===== config.mk =====
export PLATFORM = sky130hd
export DESIGN_NAME = nand_op_engine
export DESIGN_NICKNAME = d
export VERILOG_FILES = /design/src/rtl/nand_eng_pkg.sv /design/src/rtl/nand_bus_phy.sv /design/src/rtl/nand_page_ram.sv /design/src/rtl/nand_op_ctrl.sv /design/src/rtl/nand_op_engine.sv
export SDC_FILE = /design/constraint.sdc
export NUM_CORES = 1
export LEC_CHECK = 0
export ABC_AREA = 1
export BUFFER_PORTS_ARGS = -buffer_cell sky130_fd_sc_hd__buf_2
export CORE_MARGIN = 4
export CORE_UTILIZATION = 48
export DETAILED_ROUTE_END_ITERATION = 16
export PLACE_DENSITY = 0.75
export SYNTH_ARGS = -nofsm -noshare
export SYNTH_HDL_FRONTEND = slang
export SYNTH_SLANG_ARGS = --single-unit

===== constraint.sdc =====
create_clock -name clk -period 9.5 [get_ports clk]
set_input_delay 0.475 -clock clk [delete_from_list [all_inputs] [get_ports clk]]
set_output_delay 0.475 -clock clk [all_outputs]
set_load 0.01 [all_outputs]

===== src/rtl/nand_eng_pkg.sv =====
package nand_eng_pkg;

  typedef enum logic [1:0] {
    BK_CMD,
    BK_ADDR,
    BK_WRITE,
    BK_READ
  } bus_kind_t;

  localparam logic [2:0] RA_CMD    = 3'd0;
  localparam logic [2:0] RA_ADDR   = 3'd1;
  localparam logic [2:0] RA_BUFSEL = 3'd2;
  localparam logic [2:0] RA_CTRL   = 3'd3;
  localparam logic [2:0] RA_LAUNCH = 3'd4;

  localparam logic [5:0] OP_CMD   = 6'h01;
  localparam logic [5:0] OP_ADDR  = 6'h02;
  localparam logic [5:0] OP_PROG  = 6'h04;
  localparam logic [5:0] OP_FETCH = 6'h08;
  localparam logic [5:0] OP_ID    = 6'h10;
  localparam logic [5:0] OP_STAT  = 6'h20;

  localparam int          DONE_BIT     = 15;
  localparam int          CE_FORCE_BIT = 7;
  localparam logic [15:0] CTRL_MASK    = 16'h01FC;

endpackage


===== src/rtl/nand_bus_phy.sv =====
module nand_bus_phy
  import nand_eng_pkg::*;
#(
  parameter int PULSE_CLKS = 3,
  parameter int HOLD_CLKS  = 2
) (
  input  logic      clk,
  input  logic      rst,
  input  logic      req,
  input  bus_kind_t kind,
  input  logic [7:0] wdata,
  input  logic [7:0] dq_in,
  output logic      ack,
  output logic [7:0] rdata,
  output logic      cle,
  output logic      ale,
  output logic      we_n,
  output logic      re_n,
  output logic [7:0] dq_out,
  output logic      dq_oe
);

  localparam int MAXC = (PULSE_CLKS > HOLD_CLKS) ? PULSE_CLKS : HOLD_CLKS;
  localparam int CW   = $clog2(MAXC + 1);

  typedef enum logic [1:0] {PS_IDLE, PS_SETUP, PS_LOW, PS_HIGH} phy_st_t;

  phy_st_t       st;
  logic [CW-1:0] cnt;
  logic          is_rd;

  always_ff @(posedge clk) begin
    if (rst) begin
      st     <= PS_IDLE;
      cnt    <= '0;
      is_rd  <= 1'b0;
      ack    <= 1'b0;
      rdata  <= 8'h00;
      cle    <= 1'b0;
      ale    <= 1'b0;
      we_n   <= 1'b1;
      re_n   <= 1'b1;
      dq_out <= 8'h00;
      dq_oe  <= 1'b0;
    end else begin
      ack <= 1'b0;
      case (st)
        PS_IDLE: begin
          if (req) begin
            cle    <= (kind == BK_CMD);
            ale    <= (kind == BK_ADDR);
            is_rd  <= (kind == BK_READ);
            dq_oe  <= (kind != BK_READ);
            dq_out <= wdata;
            st     <= PS_SETUP;
          end
        end
        PS_SETUP: begin
          if (is_rd) re_n <= 1'b0;
          else       we_n <= 1'b0;
          cnt <= CW'(PULSE_CLKS - 1);
          st  <= PS_LOW;
        end
        PS_LOW: begin
          if (cnt == '0) begin
            we_n <= 1'b1;
            re_n <= 1'b1;
            if (is_rd) rdata <= dq_in;
            cnt <= CW'(HOLD_CLKS - 1);
            st  <= PS_HIGH;
          end else begin
            cnt <= cnt - 1'b1;
          end
        end
        default: begin
          if (cnt == '0) begin
            cle   <= 1'b0;
            ale   <= 1'b0;
            dq_oe <= 1'b0;
            ack   <= 1'b1;
            st    <= PS_IDLE;
          end else begin
            cnt <= cnt - 1'b1;
          end
        end
      endcase
    end
  end

endmodule


===== src/rtl/nand_page_ram.sv =====
module nand_page_ram #(
  parameter int NUM_BUFS   = 2,
  parameter int PAGE_BYTES = 16,
  parameter int AW         = $clog2(NUM_BUFS * PAGE_BYTES)
) (
  input  logic          clk,
  input  logic          a_we,
  input  logic [AW-1:0] a_addr,
  input  logic [7:0]    a_wdata,
  output logic [7:0]    a_rdata,
  input  logic          b_we,
  input  logic [AW-1:0] b_addr,
  input  logic [7:0]    b_wdata,
  output logic [7:0]    b_rdata
);

  localparam int DEPTH = NUM_BUFS * PAGE_BYTES;

  logic [7:0] mem [DEPTH];

  always_ff @(posedge clk) begin
    if (a_we) mem[a_addr] <= a_wdata;
    if (b_we) mem[b_addr] <= b_wdata;
    a_rdata <= mem[a_addr];
    b_rdata <= mem[b_addr];
  end

endmodule


===== src/rtl/nand_op_ctrl.sv =====
module nand_op_ctrl
  import nand_eng_pkg::*;
#(
  parameter int PAGE_BYTES = 16,
  parameter int ID_BYTES   = 4,
  parameter int PW         = $clog2(PAGE_BYTES)
) (
  input  logic          clk,
  input  logic          rst,
  input  logic          start,
  input  logic [5:0]    op_in,
  input  logic [7:0]    byte_in,
  input  logic          nand_rb,
  input  logic          phy_ack,
  input  logic [7:0]    phy_rdata,
  input  logic [7:0]    ram_rdata,
  output logic          busy,
  output logic          finish,
  output logic [5:0]    op_act,
  output logic          phy_req,
  output bus_kind_t     phy_kind,
  output logic [7:0]    phy_wdata,
  output logic          ram_we,
  output logic [PW-1:0] ram_idx,
  output logic [7:0]    ram_wdata
);

  typedef enum logic [2:0] {C_IDLE, C_RB, C_FETCH, C_ISSUE, C_WAIT, C_DONE} ctl_st_t;

  ctl_st_t       st;
  logic [5:0]    op_q;
  logic [7:0]    byte_q;
  logic [PW-1:0] idx_q;
  logic [PW-1:0] last_q;
  logic          is_read;
  logic          is_single;

  assign is_read   = |(op_q & (OP_FETCH | OP_ID | OP_STAT));
  assign is_single = |(op_q & (OP_CMD | OP_ADDR));

  always_comb begin
    if (op_q == OP_CMD)       phy_kind = BK_CMD;
    else if (op_q == OP_ADDR) phy_kind = BK_ADDR;
    else if (op_q == OP_PROG) phy_kind = BK_WRITE;
    else                      phy_kind = BK_READ;
  end

  assign phy_req   = (st == C_ISSUE);
  assign phy_wdata = (phy_kind == BK_WRITE) ? ram_rdata : byte_q;
  assign ram_idx   = idx_q;
  assign ram_we    = (st == C_WAIT) && phy_ack && is_read;
  assign ram_wdata = phy_rdata;
  assign busy      = (st != C_IDLE);
  assign finish    = (st == C_DONE);
  assign op_act    = busy ? op_q : 6'h00;

  always_ff @(posedge clk) begin
    if (rst) begin
      st     <= C_IDLE;
      op_q   <= 6'h00;
      byte_q <= 8'h00;
      idx_q  <= '0;
      last_q <= '0;
    end else begin
      case (st)
        C_IDLE: begin
          if (start) begin
            op_q   <= op_in;
            byte_q <= byte_in;
            idx_q  <= '0;
            if (op_in == OP_PROG || op_in == OP_FETCH) last_q <= PW'(PAGE_BYTES - 1);
            else if (op_in == OP_ID)                   last_q <= PW'(ID_BYTES - 1);
            else                                       last_q <= '0;
            st <= ((op_in == OP_CMD) || (op_in == OP_ADDR)) ? C_ISSUE : C_RB;
          end
        end
        C_RB: begin
          if (nand_rb) st <= (op_q == OP_PROG) ? C_FETCH : C_ISSUE;
        end
        C_FETCH: st <= C_ISSUE;
        C_ISSUE: st <= C_WAIT;
        C_WAIT: begin
          if (phy_ack) begin
            if (is_single || idx_q == last_q) begin
              st <= C_DONE;
            end else begin
              idx_q <= idx_q + 1'b1;
              st    <= (op_q == OP_PROG) ? C_FETCH : C_ISSUE;
            end
          end
        end
        default: st <= C_IDLE;
      endcase
    end
  end

endmodule


===== src/rtl/nand_op_engine.sv =====
module nand_op_engine
  import nand_eng_pkg::*;
#(
  parameter int PAGE_BYTES = 16,
  parameter int ID_BYTES   = 4,
  parameter int NUM_BUFS   = 2,
  parameter int PULSE_CLKS = 3,
  parameter int HOLD_CLKS  = 2,
  parameter int BW         = $clog2(NUM_BUFS),
  parameter int PW         = $clog2(PAGE_BYTES)
) (
  input  logic          clk,
  input  logic          rst,
  input  logic          reg_we,
  input  logic [2:0]    reg_addr,
  input  logic [15:0]   reg_wdata,
  output logic [15:0]   reg_rdata,
  input  logic          buf_we,
  input  logic [BW-1:0] buf_sel,
  input  logic [PW-1:0] buf_addr,
  input  logic [7:0]    buf_wdata,
  output logic [7:0]    buf_rdata,
  output logic          busy,
  output logic          nand_ce_n,
  output logic          nand_cle,
  output logic          nand_ale,
  output logic          nand_we_n,
  output logic          nand_re_n,
  output logic [7:0]    nand_dq_out,
  output logic          nand_dq_oe,
  input  logic [7:0]    nand_dq_in,
  input  logic          nand_rb
);

  localparam int AW = BW + PW;

  logic [15:0]   cmd_q;
  logic [15:0]   addr_q;
  logic [BW-1:0] bufsel_q;
  logic [BW-1:0] xfer_buf_q;
  logic [15:0]   ctrl_q;
  logic          done_q;

  logic          launch_wr;
  logic          start;
  logic          finish;
  logic [5:0]    op_act;
  logic          phy_req;
  bus_kind_t     phy_kind;
  logic [7:0]    phy_wdata;
  logic          phy_ack;
  logic [7:0]    phy_rdata;
  logic          ram_we;
  logic [PW-1:0] ram_idx;
  logic [7:0]    ram_wdata;
  logic [7:0]    ram_rdata;
  logic [7:0]    start_byte;

  assign launch_wr  = reg_we && (reg_addr == RA_LAUNCH) && !busy;
  assign start      = launch_wr && $onehot(reg_wdata[5:0]);
  assign start_byte = reg_wdata[0] ? cmd_q[7:0] : addr_q[7:0];
  assign nand_ce_n  = !(busy || ctrl_q[CE_FORCE_BIT]);

  always_ff @(posedge clk) begin
    if (rst) begin
      cmd_q      <= 16'h0000;
      addr_q     <= 16'h0000;
      bufsel_q   <= '0;
      xfer_buf_q <= '0;
      ctrl_q     <= 16'h0000;
      done_q     <= 1'b0;
    end else begin
      if (reg_we) begin
        case (reg_addr)
          RA_CMD:    cmd_q    <= reg_wdata;
          RA_ADDR:   addr_q   <= reg_wdata;
          RA_BUFSEL: bufsel_q <= reg_wdata[BW-1:0];
          RA_CTRL:   ctrl_q   <= reg_wdata & CTRL_MASK;
          default: ;
        endcase
      end
      if (launch_wr && !reg_wdata[DONE_BIT]) done_q <= 1'b0;
      if (start) xfer_buf_q <= bufsel_q;
      if (finish) done_q <= 1'b1;
    end
  end

  always_ff @(posedge clk) begin
    if (rst) begin
      reg_rdata <= 16'h0000;
    end else begin
      case (reg_addr)
        RA_CMD:    reg_rdata <= cmd_q;
        RA_ADDR:   reg_rdata <= addr_q;
        RA_BUFSEL: reg_rdata <= 16'(bufsel_q);
        RA_CTRL:   reg_rdata <= ctrl_q;
        RA_LAUNCH: reg_rdata <= {done_q, 9'b0, op_act};
        default:   reg_rdata <= 16'h0000;
      endcase
    end
  end

  nand_op_ctrl #(
    .PAGE_BYTES(PAGE_BYTES),
    .ID_BYTES  (ID_BYTES),
    .PW        (PW)
  ) ctrl_i (
    .clk      (clk),
    .rst      (rst),
    .start    (start),
    .op_in    (reg_wdata[5:0]),
    .byte_in  (start_byte),
    .nand_rb  (nand_rb),
    .phy_ack  (phy_ack),
    .phy_rdata(phy_rdata),
    .ram_rdata(ram_rdata),
    .busy     (busy),
    .finish   (finish),
    .op_act   (op_act),
    .phy_req  (phy_req),
    .phy_kind (phy_kind),
    .phy_wdata(phy_wdata),
    .ram_we   (ram_we),
    .ram_idx  (ram_idx),
    .ram_wdata(ram_wdata)
  );

  nand_bus_phy #(
    .PULSE_CLKS(PULSE_CLKS),
    .HOLD_CLKS (HOLD_CLKS)
  ) phy_i (
    .clk   (clk),
    .rst   (rst),
    .req   (phy_req),
    .kind  (phy_kind),
    .wdata (phy_wdata),
    .dq_in (nand_dq_in),
    .ack   (phy_ack),
    .rdata (phy_rdata),
    .cle   (nand_cle),
    .ale   (nand_ale),
    .we_n  (nand_we_n),
    .re_n  (nand_re_n),
    .dq_out(nand_dq_out),
    .dq_oe (nand_dq_oe)
  );

  nand_page_ram #(
    .NUM_BUFS  (NUM_BUFS),
    .PAGE_BYTES(PAGE_BYTES),
    .AW        (AW)
  ) ram_i (
    .clk    (clk),
    .a_we   (buf_we),
    .a_addr ({buf_sel, buf_addr}),
    .a_wdata(buf_wdata),
    .a_rdata(buf_rdata),
    .b_we   (ram_we),
    .b_addr ({xfer_buf_q, ram_idx}),
    .b_wdata(ram_wdata),
    .b_rdata(ram_rdata)
  );

endmodule


==> results of run 1 <==
cells by family after synthesis:
family                     Yosys count
xor gates and xnor gates             2
adders and majority gates           17
buffers and inverters              296
AOI/OAI and AO/OA                  786
DFF                                380
and+or+nand+nor                    966
layout make-up:
cell class	count	area, sq um
inverter	103	389.1
multi-input combinational	1771	8688
sequential	380	10170
timing repair buffer	124	720.7
clock inverter	12	105.1
clock buffer	62	1216
tap	532	665.6
fill	3715	19060
worst register-to-register path: stages (launching register included):
cell      delay, ns
dfxtp_4        0.74
clkinv_2       0.67
ha_1           0.43
inv_1          0.09
nor2_4         0.11
nand2_1        0.40
o21ai_0        0.59
stage by stage:
stage	cells	setup WS, ns
2_1_floorplan	2447	6.051
3_3_place_gp	2909	5.550
3_5_place_dp	2909	5.368
4_1_cts	2983	5.960
5_1_grt	2984	5.641
6_report	2984	5.926
worst max-delay path by stage:
stage,startpoint,to,slack (ns),cells after the start
after global routing,reg_wdata[0],ctrl_i.byte_q[6],5.64,12
after floorplan,reg_wdata[0],ctrl_i.byte_q[4],6.05,13
after detailed placement,reg_wdata[0],ctrl_i.byte_q[4],5.37,12
after CTS,reg_wdata[0],ctrl_i.byte_q[2],5.96,12
final,reg_wdata[0],ctrl_i.byte_q[2],5.93,12
after global placement,reg_wdata[0],ctrl_i.byte_q[7],5.55,12
power breakdown:
group | switching, mW | total, mW | leakage, nW | internal (mW)
Combinational | 0.287 | 0.412 | 5.02 | 0.126
Sequential | 0.0235 | 1.82 | 3.32 | 1.80
Clock | 0.673 | 1.59 | 0.648 | 0.913
Total | 0.983 | 3.82 | 8.98 | 2.84
registers in the layout, indices dropped and copies added (netlist names), 2 cells and up:
| signal | flops |
|---|---|
| ctrl_i.last_q | 2 |
| phy_i.st | 2 |
| ctrl_q | 7 |
| ram_i.mem | 256 |
| ram_i.a_rdata | 8 |
| phy_i.rdata | 8 |
| phy_i.cnt | 2 |
| phy_i.dq_out | 8 |
| ctrl_i.st | 3 |
| reg_rdata | 16 |
| ctrl_i.byte_q | 8 |
| ram_i.b_rdata | 8 |
| addr_q | 16 |
| ctrl_i.ram_idx | 4 |
| ctrl_i.op_q | 6 |
| cmd_q | 16 |
placed cells by master (no fill, tap or decap), types with 4 or more instances in the layout:
| cell | Yosys | layout |
|---|---|---|
| a31oi_1 | 9 | 9 |
| o22ai_1 | 70 | 70 |
| buf_4 | 3 | 40 |
| o211ai_1 | 9 | 9 |
| or2_2 | 4 | 4 |
| dfxtp_1 | 124 | 122 |
| nand2_4 | 21 | 21 |
| inv_1 | 97 | 95 |
| clkinv_1 | 3 | 9 |
| nor2_1 | 213 | 210 |
| a21oi_1 | 85 | 85 |
| buf_2 | 18 | 84 |
| clkbuf_16 | 0 | 42 |
| nand2_1 | 652 | 652 |
| nor2_4 | 1 | 4 |
| o21ai_1 | 39 | 41 |
| clkinv_2 | 1 | 4 |
| clkbuf_1 | 112 | 11 |
| ha_1 | 14 | 14 |
| edfxtp_1 | 256 | 256 |
| nor3_2 | 4 | 9 |
| nor3_1 | 14 | 9 |
| o21ai_0 | 441 | 439 |
| clkbuf_8 | 0 | 9 |
| nand4_1 | 4 | 4 |
| a22oi_1 | 128 | 128 |
| nand3_1 | 44 | 44 |
routing by layer:
layer,GRT usage [%],up-vias,wire (um)
li1,-,8418,-
met1,36.69,8559,24750
met2,46.26,1207,30330
met3,7.053,263,7715
met4,13.64,0,3694
met5,0,-,0
==> results.toml, run 1 <==
[placed_design]
hpwl_mm = 42.41
gp_congestion = 0.9518
postPlaceCellArea_sq_mm = 0.02063
portBuffers = 83

[worst_setup_path]
rrSetupSlack_ns = 6.06
critPathTopFamily = "adder cells"
r2r-start = "ctrl_i.ram_idx[0]"
cp.arrival_ns = 4.07
crit_required_ns = 10.00
slowest_stage = "nor3_2"
critPathMostFrequentCell = "fa_1"
critPathKind = "primary input to register"
worstSetupStartpointType = "primary input"
crit_buf_inv = 3
slowest_delay_ns = 0.79
crit_chain = "buf_2 -> inv_1 -> fa_1 -> fa_1 -> inv_1 -> ha_1 -> fa_1 -> nor2_1 -> nand2_1 -> nor3_2 -> o21ai_0 -> a31oi_1"
reg2reg_depth = 6
end_kind = "register"
reg2reg_to = "ram_i.mem[14][5]"
worst-path-max-fanout = 21

[drt]
routed_via_density = 6.182
vias = 18450
wl_per_cell_um = 22.28
first_pass_iters = 6
antenna_left = 0
drc = 0
drt-initial-drc-count = 2317
wirelength_mm = 66.49

[die]
io_pins = 84
core-area_sq_mm = 0.04102
die_area_sq_mm = 0.04498
die_w_um = 212.1
die_height_um = 212.1
std_cell_rows = 74
start_util_pct = 48.75

[worst_hold_path]
min-delay-start = "reg_wdata[11]"
holdCritPathClass = "primary input to register"
hold_depth = 3
hold_path_end = "addr_q[11]"

[timing]
hold_viol = 0
setup_viol = 0
whs_ns = 0.1397
slew_headroom_pct = 9.629
clock.fmax_mhz = 279.8
period_needed_ns = 3.574
fin_tns_setup_ns = 0
slew_violations = 0
rsz0062_at_grt = "no"
min_period_over_period_pct = 37.62
tightest_slew_ns = 1.341
skew_ns = 0.02326

[synth]
synth-compound-area-share_pct = 21.96
synth.avg_cell_area_sq_um = 8.171
yosys.area.top_type = "edfxtp_1"
synth_top_family_by_area = "compound AO/OA/AOI/OAI gates"
synth.top_cell.area_share_pct = 38.45
synth_edf_count = 256
synthFlopType = "edfxtp_1"
syn-num-nets = 2509
async_flop_share_pct = 0
synthTopCellsByCount = "nand2_1, o21ai_0, edfxtp_1"
synth_warnings = 0
synth_area_sq_mm = 0.01999
synthXorXnorAreaFrac_pct = 0.08761
synth_simple_gate_area_share_pct = 19.99
seq_area_frac_synth_pct = 50.86
syn_inst = 2447
post_synth_mux_area_share_pct = 0
synth_fa_ha_area_share_pct = 1.176
synth_top_cells_by_area = "edfxtp_1, dfxtp_1, nand2_1"
yosysMostFrequentCell = "nand2_1"
synth.distinct_cells = 41
ys_seq_elements = 380

[clock_tree]
path_clk_slew_ns = 0.06
cts_tree = "done"
cts_root_buf = "clkbuf_16"
cts_buffer_depth = 3
ctsHoldBuffers = 0
htreeDepth = 2
cts_setup_buffers = 0
cts_sinks = 380
cts_made_buffers = 41
clock_latency_ns = 0.58
cts_resized = 0

[final_layout]
fin_area_sq_mm = 0.02196
layout-drive-gt1-share_pct = 9.543
n_antenna_cell = 0
finish.utilization_pct = 53.54
area_growth_pct = 9.831
final_nets = 2483

[outcome]
status = "finished clean"

[power_and_ir_drop]
vdd_drop_max_v = 0.0001886
totalPowerFinal_mw = 3.819
p_leak_nw = 8.981
p_per_area_mw_per_mm2 = 173.9

[global_routing]
grt_use_total_pct = 28.77
gr-total-overflow = 0
antenna_found_initial = 0
grt_pass1_wl_mm = 101.2
grt_max_degree = 90
grt_pass1_vias = 17530

[run]
cap_violations = 0
No activity file was read; power rests on OpenSTA's default activity.
==> run 2, diff against run 1 <==
--- a/config.mk
+++ b/config.mk
@@ -5,7 +5,7 @@
 export SDC_FILE = /design/constraint.sdc
 export NUM_CORES = 1
 export LEC_CHECK = 0
-export ABC_AREA = 1
+export ABC_AREA = 0
 export BUFFER_PORTS_ARGS = -buffer_cell sky130_fd_sc_hd__buf_2
 export CORE_MARGIN = 4
 export CORE_UTILIZATION = 48
==> constraint.sdc (replaced) <==
create_clock -name clk -period 3.42 [get_ports clk]
set_input_delay 0.171 -clock clk [delete_from_list [all_inputs] [get_ports clk]]
set_output_delay 0.171 -clock clk [all_outputs]
set_load 0.01 [all_outputs]
==> results.toml, run 2 <==
[timing]
skew_ns = 0.01405
clock.fmax_mhz = 301.5
fin_tns_setup_ns = 0
setup_viol = 0
hold_viol = 0
rsz0062_at_grt = "no"
slew_headroom_pct = 25.21
setup_ws_ns = 0.1028
tightest_slew_ns = 1.120
period_needed_ns = 3.317
slew_violations = 0
min_period_over_period_pct = 96.99

[drt]
antenna_left = 0
wl_met2_mm = 27.90
routed_via_density = 6.428
vias = 14240
wirelength_mm = 58.79
drt-initial-drc-count = 2131
wl_met3_mm = 5.772
met1_length_mm = 22.43
first_pass_iters = 6
drc = 0
wl_per_cell_um = 26.54
highest_layer = "met5"

[worst_setup_path]
end_kind = "register"
critPathKind = "primary input to register"
reg2reg_to = "ram_i.mem[4][1]"
rrSetupSlack_ns = 0.65
crit_required_ns = 3.93
worst-path-max-fanout = 5
cp.arrival_ns = 3.82
reg2reg_depth = 5
worstSetupStartpointType = "primary input"
r2r-start = "ctrl_i.st[2]"

[die]
die_height_um = 217.1
die_w_um = 217.1
start_util_pct = 48.62
core-area_sq_mm = 0.04317
die_area_sq_mm = 0.04714
io_pins = 84
std_cell_rows = 76

[synth]
ys_seq_elements = 380
synthTopCellsByCount = "edfxtp_1, mux4_2, dfxtp_1"
synth.top_cell.area_share_pct = 36.62
syn_inst = 1527
seq_area_frac_synth_pct = 48.45
synth_area_sq_mm = 0.02099
syn-num-nets = 1589
synth_top_cells_by_area = "edfxtp_1, mux4_2, dfxtp_1"
yosysMostFrequentCell = "edfxtp_1"
synth.avg_cell_area_sq_um = 13.75
async_flop_share_pct = 0
synth_edf_count = 256
yosys.area.top_type = "edfxtp_1"
synth_warnings = 0
synth.distinct_cells = 71
synthFlopType = "edfxtp_1"

[power_and_ir_drop]
totalPowerFinal_mw = 10.69
intPower_mw = 8.319
p_clk_share_pct = 45.5
pwr-share-comb_pct = 7.7
p_sw_mw = 2.374
vdd_drop_max_v = 0.0004870
seqPwrFrac_pct = 46.8
swShare_pct = 22.20
p_leak_nw = 8.502
p_per_area_mw_per_mm2 = 450.5

[placed_design]
place_ws_ns = 0.05956
hpwl_mm = 39.33
gp_congestion = 0.9543
portBuffers = 83
dp.cells = 2113

[final_layout]
largest_register = "ram_i.mem"
area_growth_pct = 13.06
largest_reg_flops = 256
final_cell_mix = "edfxtp_1, mux4_2, dfxtp_1"
layoutNonFillerInstCount = 2215
layout_commonest_cell = "edfxtp_1"
final_nets = 1658
layout-drive-gt1-share_pct = 34.81

[global_routing]
antenna_found_initial = 1
grt_pass1_wl_mm = 87.99
grt_max_degree = 48
grt_use_total_pct = 24.61
grt_pass1_vias = 14220
gr-total-overflow = 0

[clock_tree]
cts_tree = "done"
cts_buffer_depth = 3
cts_root_buf = "clkbuf_16"
clock_latency_ns = 0.58
cts_made_buffers = 42
htreeDepth = 2
cts_sinks = 380
path_clk_slew_ns = 0.06

[outcome]
status = "finished clean"

[worst_hold_path]
hold_depth = 4
hold_path_end = "ctrl_i.op_q[3]"
min-delay-start = "reg_wdata[3]"
holdCritPathClass = "primary input to register"

[run]
cap_violations = 0
-- run 2: changes by cell type in the layout (fill, tap and decap cells not counted), moves of 37 or more --
cell	previous run	this run
nand2_1	652	99
o22ai_1	70	18
mux2_1	0	87
inv_1	95	20
mux2_4	0	64
o21ai_0	439	21
o21ai_1	41	4
mux4_2	0	128
mux2_2	0	105
a22oi_1	128	69
nor2_1	210	61
mux2i_1	0	44
-- run 2: final cells by class --
class                   count  area (sq um)
repair buffers            168          1154
inverters                  20         75.07
clock buffers              59          1281
well taps                 585         732.0
multi-input cells         984         10100
diodes                      1         2.502
fillers                  3522         19440
flip-flops and latches    380         10170
clock inverters            18         210.2
-- run 2: critical path: stages --
cell           delay, ns
dlygate4sd3_1       0.52
buf_2               0.16
inv_1               0.10
fa_1                0.49
fa_1                0.50
inv_1               0.05
ha_1                0.19
fa_1                0.52
nor3b_4             0.25
nand3_1             0.14
or4_1               0.57
a21oi_1             0.16
-- run 2: worst max path at each step --
stage | startpoint | endpoint | slack (ns) | cells past startpoint
2_1_floorplan | reg_wdata[0] | ctrl_i.last_q[2] | 0.008 | 12
3_3_place_gp | reg_wdata[1] | ctrl_i.last_q[2] | 0.15 | 11
3_5_place_dp | reg_wdata[1] | ctrl_i.last_q[2] | 0.06 | 11
4_1_cts | reg_wdata[1] | ctrl_i.last_q[2] | 0.12 | 12
5_1_grt | reg_wdata[1] | ctrl_i.last_q[2] | 0.01 | 12
6_report | reg_wdata[1] | ctrl_i.last_q[2] | 0.10 | 12
-- run 2: logic make-up (layout without fill, tap and decap cells) --
group | count (synthesis) | in the layout | synth area share [%]
flops | 380 | 380 | 48.45
simple gates | 317 | 317 | 9.400
fa+ha+maj | 17 | 17 | 1.121
xor+xnor | 2 | 2 | 0.08346
buf+inv | 163 | 265 | 3.475
mux | 428 | 428 | 30.71
other cells | 0 | 1 | 0
compound gates | 220 | 220 | 6.765
-- run 2: what timing repair did --
item / 4_1_cts / 5_1_grt
endpoints found under the hold margin: 51 / 0
hold buffers: 24 / 0
setup endpoints to repair: 0 / 1
resized for setup: 0 / 1
setup buffers: 0 / 0
-- run 2: layer usage --
metal	GRT usage [%]	vias up
li1	-	6101
met1	32.12	7137
met2	40.22	835
met3	5.082	163
met4	10.56	2
met5	0	-
-- run 2: power groups by stage --
stage | sequential (mW) | combinational [mW] | clock [mW]
floorplan | 5.10 | 0.531 | 0
detailed placement | 5.10 | 0.779 | 0
global route | 5.01 | 0.878 | 5.12
finish | 5.00 | 0.826 | 4.86
global placement | 5.09 | 0.758 | 0
CTS | 5.00 | 0.807 | 4.93
-- run 2: through the flow --
step | utilization, % | hold slack, ns | cell area, sq um
detailed placement | 50.94 | 0.4107 | 21990
floorplan | - | 0.3070 | 21010
global placement | 50.94 | 0.3982 | 21990
finish | 54.97 | 0.02073 | 23730
CTS | 54.95 | 0.0006375 | 23720
global route | 54.97 | 0.02783 | 23730
